`src/rtl/cke_pwr_pkg.sv`:
```
`timescale 1ns/1ps
package cke_pwr_pkg;

    typedef enum logic [1:0] {
        PS_ACTIVE   = 2'b00,
        PS_PRE_PD   = 2'b01,
        PS_ACT_PD   = 2'b10,
        PS_SELF_REF = 2'b11
    } pwr_state_e;

    typedef struct packed {
        logic cke;
        logic odt;
        logic clk;
        logic cmd;
    } buf_en_s;

    function automatic buf_en_s buf_mask(pwr_state_e s);
        buf_en_s m;
        m.cke = 1'b1;
        m.odt = (s != PS_SELF_REF);
        m.clk = (s != PS_SELF_REF);
        m.cmd = (s == PS_ACTIVE);
        return m;
    endfunction

endpackage

```
`src/rtl/cke_pd_fsm.sv`:
```
`timescale 1ns/1ps
module cke_pd_fsm
    import cke_pwr_pkg::*;
(
    input  logic       clk,
    input  logic       rst,
    input  logic       cke_sync,
    input  logic       banks_idle,
    input  logic       row_active,
    input  logic       sr_cmd,
    input  logic       access_busy,
    input  logic       sr_active,
    output pwr_state_e pd_state,
    output logic       sr_enter,
    output logic       viol_access,
    output logic       sr_refused
);
    pwr_state_e nxt;
    logic       may_drop;
    logic       sr_ok;
    logic       refuse_d;

    always_comb begin
        nxt      = pd_state;
        sr_enter = 1'b0;
        refuse_d = 1'b0;
        may_drop = !cke_sync && !access_busy && !sr_active;
        sr_ok    = banks_idle && !row_active;
        unique case (pd_state)
            PS_ACTIVE: begin
                if (may_drop) begin
                    if (sr_cmd && sr_ok) begin
                        sr_enter = 1'b1;
                    end else begin
                        refuse_d = sr_cmd;
                        nxt      = row_active ? PS_ACT_PD : PS_PRE_PD;
                    end
                end
            end
            PS_PRE_PD, PS_ACT_PD: begin
                if (cke_sync) nxt = PS_ACTIVE;
            end
            default: nxt = PS_ACTIVE;
        endcase
    end

    always_ff @(posedge clk) begin
        if (rst) begin
            pd_state    <= PS_ACTIVE;
            viol_access <= 1'b0;
            sr_refused  <= 1'b0;
        end else begin
            pd_state    <= nxt;
            viol_access <= access_busy && !cke_sync;
            sr_refused  <= refuse_d;
        end
    end
endmodule

```
`src/rtl/cke_sr_latch.sv`:
```
`timescale 1ns/1ps
module cke_sr_latch (
    input  logic clk,
    input  logic rst,
    input  logic cke_async,
    input  logic sr_enter,
    output logic sr_active
);
    always_ff @(posedge clk or posedge cke_async) begin
        if (cke_async) begin
            sr_active <= 1'b0;
        end else if (rst) begin
            sr_active <= 1'b0;
        end else if (sr_enter) begin
            sr_active <= 1'b1;
        end
    end
endmodule

```
`src/rtl/cke_refi_tracker.sv`:
```
`timescale 1ns/1ps
module cke_refi_tracker #(
    parameter int REFI_CYC = 1560,
    parameter int MAX_PEND = 8
) (
    input  logic                              clk,
    input  logic                              rst,
    input  logic                              sr_active,
    input  logic                              refresh_cmd,
    output logic [$clog2(MAX_PEND+1)-1:0]     pending,
    output logic                              overdue
);
    localparam int TMR_W  = (REFI_CYC > 1) ? $clog2(REFI_CYC) : 1;
    localparam int PEND_W = $clog2(MAX_PEND + 1);
    localparam logic [TMR_W-1:0]  TMR_TOP  = TMR_W'(REFI_CYC - 1);
    localparam logic [PEND_W-1:0] PEND_TOP = PEND_W'(MAX_PEND);

    logic [TMR_W-1:0] timer;
    logic             sr_was;
    logic             tick;

    assign tick    = (timer == '0);
    assign overdue = (pending == PEND_TOP);

    always_ff @(posedge clk) begin
        if (rst) begin
            timer   <= TMR_TOP;
            pending <= '0;
            sr_was  <= 1'b0;
        end else begin
            sr_was <= sr_active;
            if (sr_active) begin
                timer   <= timer;
                pending <= pending;
            end else if (sr_was) begin
                timer   <= TMR_TOP;
                pending <= '0;
            end else begin
                timer <= tick ? TMR_TOP : timer - 1'b1;
                if (tick && !refresh_cmd && pending != PEND_TOP) begin
                    pending <= pending + 1'b1;
                end else if (!tick && refresh_cmd && pending != '0) begin
                    pending <= pending - 1'b1;
                end
            end
        end
    end
endmodule

```
`src/rtl/cke_pwr_ctrl.sv`:
```
`timescale 1ns/1ps
module cke_pwr_ctrl
    import cke_pwr_pkg::*;
#(
    parameter int REFI_CYC = 1560,
    parameter int MAX_PEND = 8
) (
    input  logic                          clk,
    input  logic                          rst,
    input  logic                          cke_sync,
    input  logic                          cke_async,
    input  logic                          banks_idle,
    input  logic                          row_active,
    input  logic                          sr_cmd,
    input  logic                          access_busy,
    input  logic                          refresh_cmd,
    output logic [1:0]                    pwr_state,
    output logic [3:0]                    buf_en,
    output logic                          viol_access,
    output logic                          sr_refused,
    output logic [$clog2(MAX_PEND+1)-1:0] refresh_pending,
    output logic                          refresh_overdue
);
    pwr_state_e pd_state;
    pwr_state_e cur;
    logic       sr_enter;
    logic       sr_active;

    cke_pd_fsm u_fsm (
        .clk         (clk),
        .rst         (rst),
        .cke_sync    (cke_sync),
        .banks_idle  (banks_idle),
        .row_active  (row_active),
        .sr_cmd      (sr_cmd),
        .access_busy (access_busy),
        .sr_active   (sr_active),
        .pd_state    (pd_state),
        .sr_enter    (sr_enter),
        .viol_access (viol_access),
        .sr_refused  (sr_refused)
    );

    cke_sr_latch u_sr (
        .clk       (clk),
        .rst       (rst),
        .cke_async (cke_async),
        .sr_enter  (sr_enter),
        .sr_active (sr_active)
    );

    cke_refi_tracker #(
        .REFI_CYC (REFI_CYC),
        .MAX_PEND (MAX_PEND)
    ) u_refi (
        .clk         (clk),
        .rst         (rst),
        .sr_active   (sr_active),
        .refresh_cmd (refresh_cmd),
        .pending     (refresh_pending),
        .overdue     (refresh_overdue)
    );

    assign cur       = sr_active ? PS_SELF_REF : pd_state;
    assign pwr_state = cur;
    assign buf_en    = buf_mask(cur);
endmodule

```
`config.mk`:
```
export PLATFORM = sky130hd
export DESIGN_NAME = cke_pwr_ctrl
export DESIGN_NICKNAME = d
export VERILOG_FILES = /design/src/rtl/cke_pwr_pkg.sv /design/src/rtl/cke_pd_fsm.sv /design/src/rtl/cke_sr_latch.sv /design/src/rtl/cke_refi_tracker.sv /design/src/rtl/cke_pwr_ctrl.sv
export SDC_FILE = /design/constraint.sdc
export NUM_CORES = 1
export LEC_CHECK = 0
export BUFFER_PORTS_ARGS = -buffer_cell sky130_fd_sc_hd__clkbuf_2
export CAP_MARGIN = 20
export CORE_MARGIN = 2
export CORE_UTILIZATION = 40
export CTS_CLUSTER_DIAMETER = 200
export CTS_CLUSTER_SIZE = 10
export DETAILED_ROUTE_END_ITERATION = 8
export HOLD_SLACK_MARGIN = 0.03
export SLEW_MARGIN = 20
export SYNTH_ARGS = -nofsm -noshare
export SYNTH_HDL_FRONTEND = slang
export SYNTH_SLANG_ARGS = --single-unit
export TNS_END_PERCENT = 30
```
`constraint.sdc`:
```
create_clock -name clk -period 2.95 [get_ports clk]
set_input_delay 0.4425 -clock clk [delete_from_list [all_inputs] [get_ports clk]]
set_output_delay 0.4425 -clock clk [all_outputs]
set_load 0.005 [all_outputs]
```
; ---- After elaboration in Yosys (flattened, before gate mapping)
; Cells that the tools add are included.
[totals]
out_inout_bits = 13
inputBits = 9
register_bits = 21
[classes]
n_reduce_logical = 25
addsub = 3
bitwise = 3
n_mux = 16
eq_ne = 8
[ops]
columns = operator, n
row1 = 2-to-1 mux 11 bit, 2
row2 = 2-to-1 mux 4 bit, 3
row3 = logical NOT 11 bit, 1
row4 = "subtractor 11 x 1 -> 11 bit, second input constant", 1
row5 = 2-to-1 mux 2 bit, 5
row6 = logical AND 1 bit, 9
row7 = logical NOT 1 bit, 6
row8 = "!= test 2 bit, second input constant", 3
row9 = 2-to-1 mux 1 bit, 5
row10 = "adder 4 x 1 -> 4 bit, second input constant", 1
row11 = "== test 4 bit, second input constant", 1
row12 = logical NOT 2 bit, 2
row13 = "!= test 4 bit, second input constant", 1
row14 = one-hot mux 2 bit (2 select lines), 1
row15 = nonzero test 4 bit, 1
row16 = OR reduction 4 bit, 1
row17 = "subtractor 4 x 1 -> 4 bit, second input constant", 1
row18 = inverter 1 bit, 3
row19 = AND reduction 3 bit, 1
row20 = nonzero test 3 bit, 1
row21 = "== test 2 x 1 -> 1 bit, second input constant", 1
row22 = "== test 2 bit, second input constant", 1
row23 = "!= test 2 x 1 -> 1 bit, second input constant", 1
row24 = AND reduction 2 bit, 1
row25 = other kinds (2), 2

; ---- Logic depth before layout (Yosys ltp)
; Gate-level depths: netlist of run 1.
[logic_depth]
ltp_word = 8
depth_mapped = 11

; ---- Cells and area by module
; Synthesis of run 1 repeated with hierarchy kept, for this count alone.
[unflattened]
cells_unflattened = 138
hier_area_um2 = 1234.9
[by_module_without_submodules]
columns = module, seq_area_each_um2, cells_per_inst, n_inst, area_each_um2
row1 = cke_refi_tracker, 320.3, 102, 1, 897.1
row2 = cke_pd_fsm, 80.1, 26, 1, 257.7
row3 = cke_pwr_ctrl, 0.0, 7, 1, 41.3
row4 = cke_sr_latch, 25.0, 3, 1, 38.8

; ---- Worst setup path before layout of run 1
; OpenSTA, ideal clock, no wires.
[synth_path]
kind = reg-to-reg
start = register u_refi.timer[0]
end = register u_refi.pending[3]
required_time_ps = 2879
slack_ps = 414
arrival_ps = 2465
stages_incl_launch_ff = 12
cell_sequence = dfxtp_1 inv_1 ha_1 nor3b_1 and3_4 nand2_1 ha_1 a21oi_1 a211oi_1 a22oi_1 or4_1 a21oi_1
[synth_between]
elab_chain_cells = 6
[synth_rtl]
columns = item, line
row1 = start: declaration, cke_refi_tracker.sv:18  ; logic [TMR_W-1:0] timer;
row2 = start signal: assignment, cke_refi_tracker.sv:33  ; timer <= timer;
row3 = start signal: assignment, cke_refi_tracker.sv:39  ; timer <= tick ? TMR_TOP : timer - 1'b1;
row4 = logical NOT 11 bit (*), cke_refi_tracker.sv:22  ; assign tick = (timer == '0);
row5 = logical NOT 1 bit, cke_refi_tracker.sv:42  ; end else if (!tick && refresh_cmd && pending != '0) begin
row6 = logical AND 1 bit (2 in series), cke_refi_tracker.sv:42
row7 = nonzero test 3 bit (no source line), -
row8 = AND reduction 2 bit (no source line), -
row9 = end signal: assignment, cke_refi_tracker.sv:34  ; pending <= pending;
row10 = end signal: assignment, cke_refi_tracker.sv:41  ; pending <= pending + 1'b1;
row11 = end signal: assignment, cke_refi_tracker.sv:43  ; pending <= pending - 1'b1;
row12 = end: declaration, cke_refi_tracker.sv:10  ; output logic [$clog2(MAX_PEND+1)-1:0] pending,
; Every way passes the cells marked *; elsewhere a longest branch is shown, timed or not.
; A chain may end at the register's enable or synchronous reset.

; ---- Final worst setup path of run 1
; Ends and elaborated chain as after synthesis.

==> impl_metrics.toml, run 1 <==
[status]
status = "complete, no violations"

[floorplan]
ios = 22
core_area_mm2 = 0.00273
initial_core_util_pct = 41.5
die_height_um = 57.3
num_rows = 19
die_w_um = 57.3
die_area_mm2 = 0.00328

[power_and_ir_drop]
share_comb_of_total_power_pct = 16.3
pwr-share-seq_pct = 57.5
power.leakage_nw = 0.553
p_switching_mw = 0.138
p_sw_share_pct = 26.3
ir_worst_vdd_uv = 311
fin_total_pwr_mw = 0.525
p_int_mw = 0.387
clkPwrFrac_pct = 26.2
pwr_density_cell_mw_per_mm2 = 406

[worst_hold_path]
hold_start = "cke_sync"
hold_path.class = "primary input to register"

[route]
vias = 955
firstDrtPassIters = 4
post_drt_wl_per_cell_um = 11.7
final_antenna_net_count = 0
remaining_drc_errors = 0
finalWirelength_mm = 2.16
viasPerCell = 5.16
drtIter0Drc = 26

[cts]
htree_levels = 1
path_clk_slew_ns = 0.12
cts-root-buf = "clkbuf_4"
clock_sinks = 21
tritoncts = "yes"
cts_buffers = 3
cts_setup_buffers = 0
clockBufferDepth = 2
insertion_delay_ns = 0.30

[yosys]
yosys-top-cells-area = "dfxtp_1 35%, nor2_1 5.6%, inv_1 4.6%"
ys_types = 45
yosysTopAreaCell = "dfxtp_1"
synth-seq-cells = 21
synth_area_mm2 = 0.00113
synth-edff-count = 0
syn_nets = 147
yosys_most_used_dff = "dfxtp_1"
synthCells = 133
yosysSeqAreaShare_pct = 37.5
synth_area_per_cell_um2 = 8.53
ys_async_sr_fraction_pct = 4.76
yosys_warnings = 0
yosys.area.top_type_share_pct = 35.3

[finish]
area_growth_pct = 13.9
antenna_cells = 0
fin_nets = 169
fillers = 276
fin_cells = 185
drive_gt1_share_pct = 20.1

[timing]
min_period_ns = 2.68
worst_pin_slew_ns = 0.501
final-setup-viol-count = 0
skew_ns = 0.00905
finalCritPeriodShare_pct = 90.9
max_freq_mhz = 373
finalHoldViolations = 0
relSlewSlack_pct = 66.1
drv_slew = 0

[place]
gp_congestion = 0.755
dp_hpwl_mm = 1.66
numPortBuffers = 20
place_inst = 180

[worst_setup_path]
cp_data_required_time_ns = 3.19
slowest_stage = "or4_1"
slowest_delay_ns = 0.41
path_cells = "inv_1, ha_1, nor3b_2, and3_4, nand2_1, ha_1, a21oi_1, a211oi_1, a22oi_1, or4_1, a21oi_1"
reg2reg_from = "u_refi.timer[0]"
cp_max_fo = 4
cp.arrival_ns = 2.93
end_kind = "register"
path_class = "register to register"
worstSetupStartpointType = "register"
critPathLaunch = "u_refi.timer[0]"

[global_route]
antenna_found_initial = 0
grt_pass1_vias = 869
grt_pass1_wl_mm = 3.63
grt_use_total_pct = 13.8
grt_max_degree = 18
gr-total-overflow = 0

[job]
drv_cap = 0
state kept, by name, indices dropped and copies added (netlist names):
register and cells:
u_refi.sr_was 1, u_refi.timer 11, u_refi.pending 4, u_fsm.viol_access 1, u_fsm.sr_refused 1, u_fsm.pd_state 2
u_sr.sr_active 1
power groups by stage:
stage               clock [mW]  sequential [mW]  combinational [mW]
detailed placement           0            0.308              0.0840
global placement             0            0.308              0.0826
finish                   0.138            0.302              0.0856
global route             0.154            0.304              0.0981
floorplan                    0            0.306              0.0598
CTS                      0.150            0.302              0.0860
worst max-delay path, delay by kind of cell, from the launching register on:
kind                       cells  cell delay [ns]
DFF                            1             0.34
buffers and inverters          1             0.08
adders and majority gates      2             0.53
AOI/OAI and AO/OA              4             0.61
and+or+nand+nor                4             1.05
layout make-up:
class / instances / area [um2] / share of cell area [%]
multi-input combinational: 94 / 639 / 49.5
timing repair buffer: 21 / 110 / 8.52
clock buffer: 4 / 26.3 / 2.03
tap: 31 / 38.8 / 3.00
sequential: 21 / 425 / 32.9
inverter: 14 / 52.6 / 4.07
synthesized netlist by cell type, types with 2 or more instances:
cell,number
nor3_1,2
nor4_1,3
nor2_1,17
dfxtp_1,20
nand2_1,8
a21oi_1,3
xnor2_1,4
o22ai_1,2
nand3_1,6
clkbuf_1,2
a31oi_1,3
o21ai_0,5
xor2_1,3
nand2b_1,4
buf_4,2
ha_1,4
inv_1,14
nor3b_1,2
o32ai_1,2
a21o_1,2
per-stage QoR:
step	setup TNS [ns]	worst slack (ns)	util (%)	cell area [um2]	hold WS [ns]
floorplan	0	0.414	-	1130	0.171
CTS	0	0.131	47.1	1290	0.319
global route	-0.000892	-0.000892	47.3	1290	0.337
global placement	0	0.283	45.8	1250	0.257
finish	0	0.268	47.3	1290	0.336
detailed placement	0	0.161	45.8	1250	0.258
cell families (layout without fill, tap and decap cells):
logic type | after synthesis | in the layout | share of synthesized area [%]
fa+ha+maj | 5 | 5 | 6.17
other cells | 1 | 1 | 0.330
xor+xnor | 7 | 7 | 5.40
buf+inv | 18 | 39 | 6.62
compound gates | 25 | 25 | 15.7
mux | 2 | 2 | 1.87
simple gates | 54 | 54 | 26.5
flops | 21 | 21 | 37.5
placed cells by master, fill, tap and decap left out, types with 2 or more instances in the layout:
cell type  instances
clkbuf_2          20
dfxtp_1           20
nor2_1            17
inv_1             14
nand2_1            8
nand3_1            6
o21ai_0            5
nand2b_1           4
xnor2_1            4
ha_1               4
nor4_1             3
a31oi_1            3
xor2_1             3
a21oi_1            3
clkbuf_4           3
o32ai_1            2
nor3_1             2
o22ai_1            2
a21o_1             2
routing by layer:
layer	global-route usage, %	up-vias	part of all wire (%)
met3	4.08	2	2.9
met1	17.7	432	49
met4	1.99	0	0.37
li1	-	507	-
met2	23.6	14	48
met5	0	-	0
worst paths after layout:
check	to	depth (start not counted)	slack, ns
min in group asynchronous	u_sr.sr_active	3	0.49
setup / recovery	u_refi.pending[3]	11	0.27
setup reg to reg	u_refi.pending[3]	11	0.27
max in group asynchronous	u_sr.sr_active	3	2.37
hold / removal	u_fsm.viol_access	2	0.34
hold reg to reg	u_refi.timer[10]	2	0.50
what timing repair did:
item	4_1_cts	5_1_grt
endpoints found under the hold margin	1	0
gates resized for setup	0	1
endpoints found under the setup margin	0	1
hold buffers	1	0
Power figures use the tool's default switching activity.
==> run 2: changes to the inputs <==
PLACE_DENSITY = 0.72   (was default)
==> impl_metrics.toml, run 2 (same netlist as run 1, synthesis figures left out) <==
[place]
dp_hpwl_mm = 1.75
gp_congestion = 0.797
numPortBuffers = 20

[floorplan]
num_rows = 19
core_area_mm2 = 0.00273
initial_core_util_pct = 41.5
die_height_um = 57.3
ios = 22
die_w_um = 57.3
die_area_mm2 = 0.00328

[timing]
final-setup-viol-count = 0
max_freq_mhz = 363
finalHoldViolations = 0
setup_tns_ns = 0
drv_slew = 0
skew_ns = 0.00145
min_period_ns = 2.76
rsz0062_at_grt = "false"
finalCritPeriodShare_pct = 93.4

[global_route]
grt_use_total_pct = 14.6
antenna_found_initial = 0
grt_pass1_wl_mm = 3.86
gr-total-overflow = 0
grt_max_degree = 18
grt_pass1_vias = 1027

[route]
final_antenna_net_count = 0
dr_wl_met3_um = 73
wl_met1_mm = 1.05
firstDrtPassIters = 4
remaining_drc_errors = 0
top_layer = "met4"
dr_wl_met2_mm = 1.12
post_drt_wl_per_cell_um = 12.2
finalWirelength_mm = 2.26
drtIter0Drc = 35
viasPerCell = 5.42
vias = 1003

[job]
drv_cap = 0

[worst_setup_path]
path_class = "register to register"
reg2reg_slack_ns = 0.19
reg2reg_from = "u_refi.timer[0]"
end_kind = "register"
cp.arrival_ns = 2.98
worstSetupStartpointType = "register"
cp_data_required_time_ns = 3.18
reg2reg_to = "u_refi.pending[3]"
cp_max_fo = 4
rr_worst_depth = 11

[finish]
antenna_cells = 0
largest_register_ff_count = 11
area_growth_pct = 14.9
drive_gt1_share_pct = 21.4
layout_common_cells = "20 x clkbuf_2, 20 x dfxtp_1, 17 x nor2_1"
reg_top3 = "u_refi.timer x11, u_refi.pending x4, u_fsm.pd_state x2"
fillers = 255
top_register = "u_refi.timer"
fin_nets = 169

[power_and_ir_drop]
fin_total_pwr_mw = 0.523
ir_worst_vdd_uv = 275
pwr_density_cell_mw_per_mm2 = 401
power.leakage_nw = 0.557

[status]
status = "complete, no violations"

[cts]
path_clk_slew_ns = 0.11
tritoncts = "yes"
clock_sinks = 21
insertion_delay_ns = 0.29
clockBufferDepth = 2
cts-root-buf = "clkbuf_4"
htree_levels = 1
cts_setup_buffers = 0
cts_buffers = 3

[worst_hold_path]
hold_path.class = "primary input to register"
hold_start = "cke_sync"
whs_path_depth = 2
hold_end = "u_fsm.viol_access"
-- run 2: layer usage --
layer,up-vias,track usage [%]
met3,2,2.04
met2,19,26.6
met4,0,6.98
met5,-,0
li1,502,-
met1,480,16.5
-- run 2: how the worst max path moves through the flow --
stage | start | endpoint | slack (ns) | cells past startpoint
final | u_refi.timer[0] | u_refi.pending[3] | 0.19 | 11
after global routing | u_refi.timer[0] | u_refi.pending[3] | 0.008 | 11
after CTS | u_refi.timer[0] | u_refi.pending[3] | 0.06 | 11
after detailed placement | u_refi.timer[0] | u_refi.pending[3] | 0.1 | 11
after global placement | u_refi.timer[0] | u_refi.pending[3] | 0.32 | 11
after floorplan | u_refi.timer[0] | u_refi.pending[3] | 0.41 | 11
-- run 2: power by group --
group | internal (mW) | total [mW] | switching (mW)
sequential | 0.294 | 0.302 | 0.00762
clock | 0.0526 | 0.135 | 0.0821
combinational | 0.0400 | 0.0864 | 0.0464
total | 0.387 | 0.523 | 0.136
-- run 2: metrics by stage --
stage	util (%)	setup slack [ns]	hold slack (ns)	cells	instance area, um2
floorplan	-	0.414	0.171	133	1130
global placement	45.8	0.321	0.259	180	1250
detailed placement	45.8	0.0952	0.261	180	1250
CTS	47.1	0.0630	0.345	185	1290
global route	47.7	0.00769	0.368	185	1300
finish	47.7	0.194	0.350	185	1300
-- run 2: layout make-up --
class	instances	area [um2]	share of cell area [%]
multi-input combinational	94	651	49.9
clock buffer	4	26.3	2.02
tap	31	38.8	2.98
sequential	21	425	32.6
inverter	14	52.6	4.03
timing repair buffer	21	110	8.45
-- run 2: timing repair --
action | 4_1_cts | 5_1_grt
setup endpoints to repair | 0 | 1
gates resized for setup | 0 | 3
endpoints found under the hold margin | 1 | 0
hold buffers | 1 | 0
-- run 2: critical path, cell delays in order, from the launching register on --
cell	delay, ns
dfxtp_1	0.35
inv_1	0.08
ha_1	0.18
nor3b_2	0.27
and3_4	0.25
nand2_1	0.10
ha_1	0.34
a21oi_1	0.25
and2_1	0.20
a22oi_1	0.09
or4_1	0.42
a21oi_1	0.15
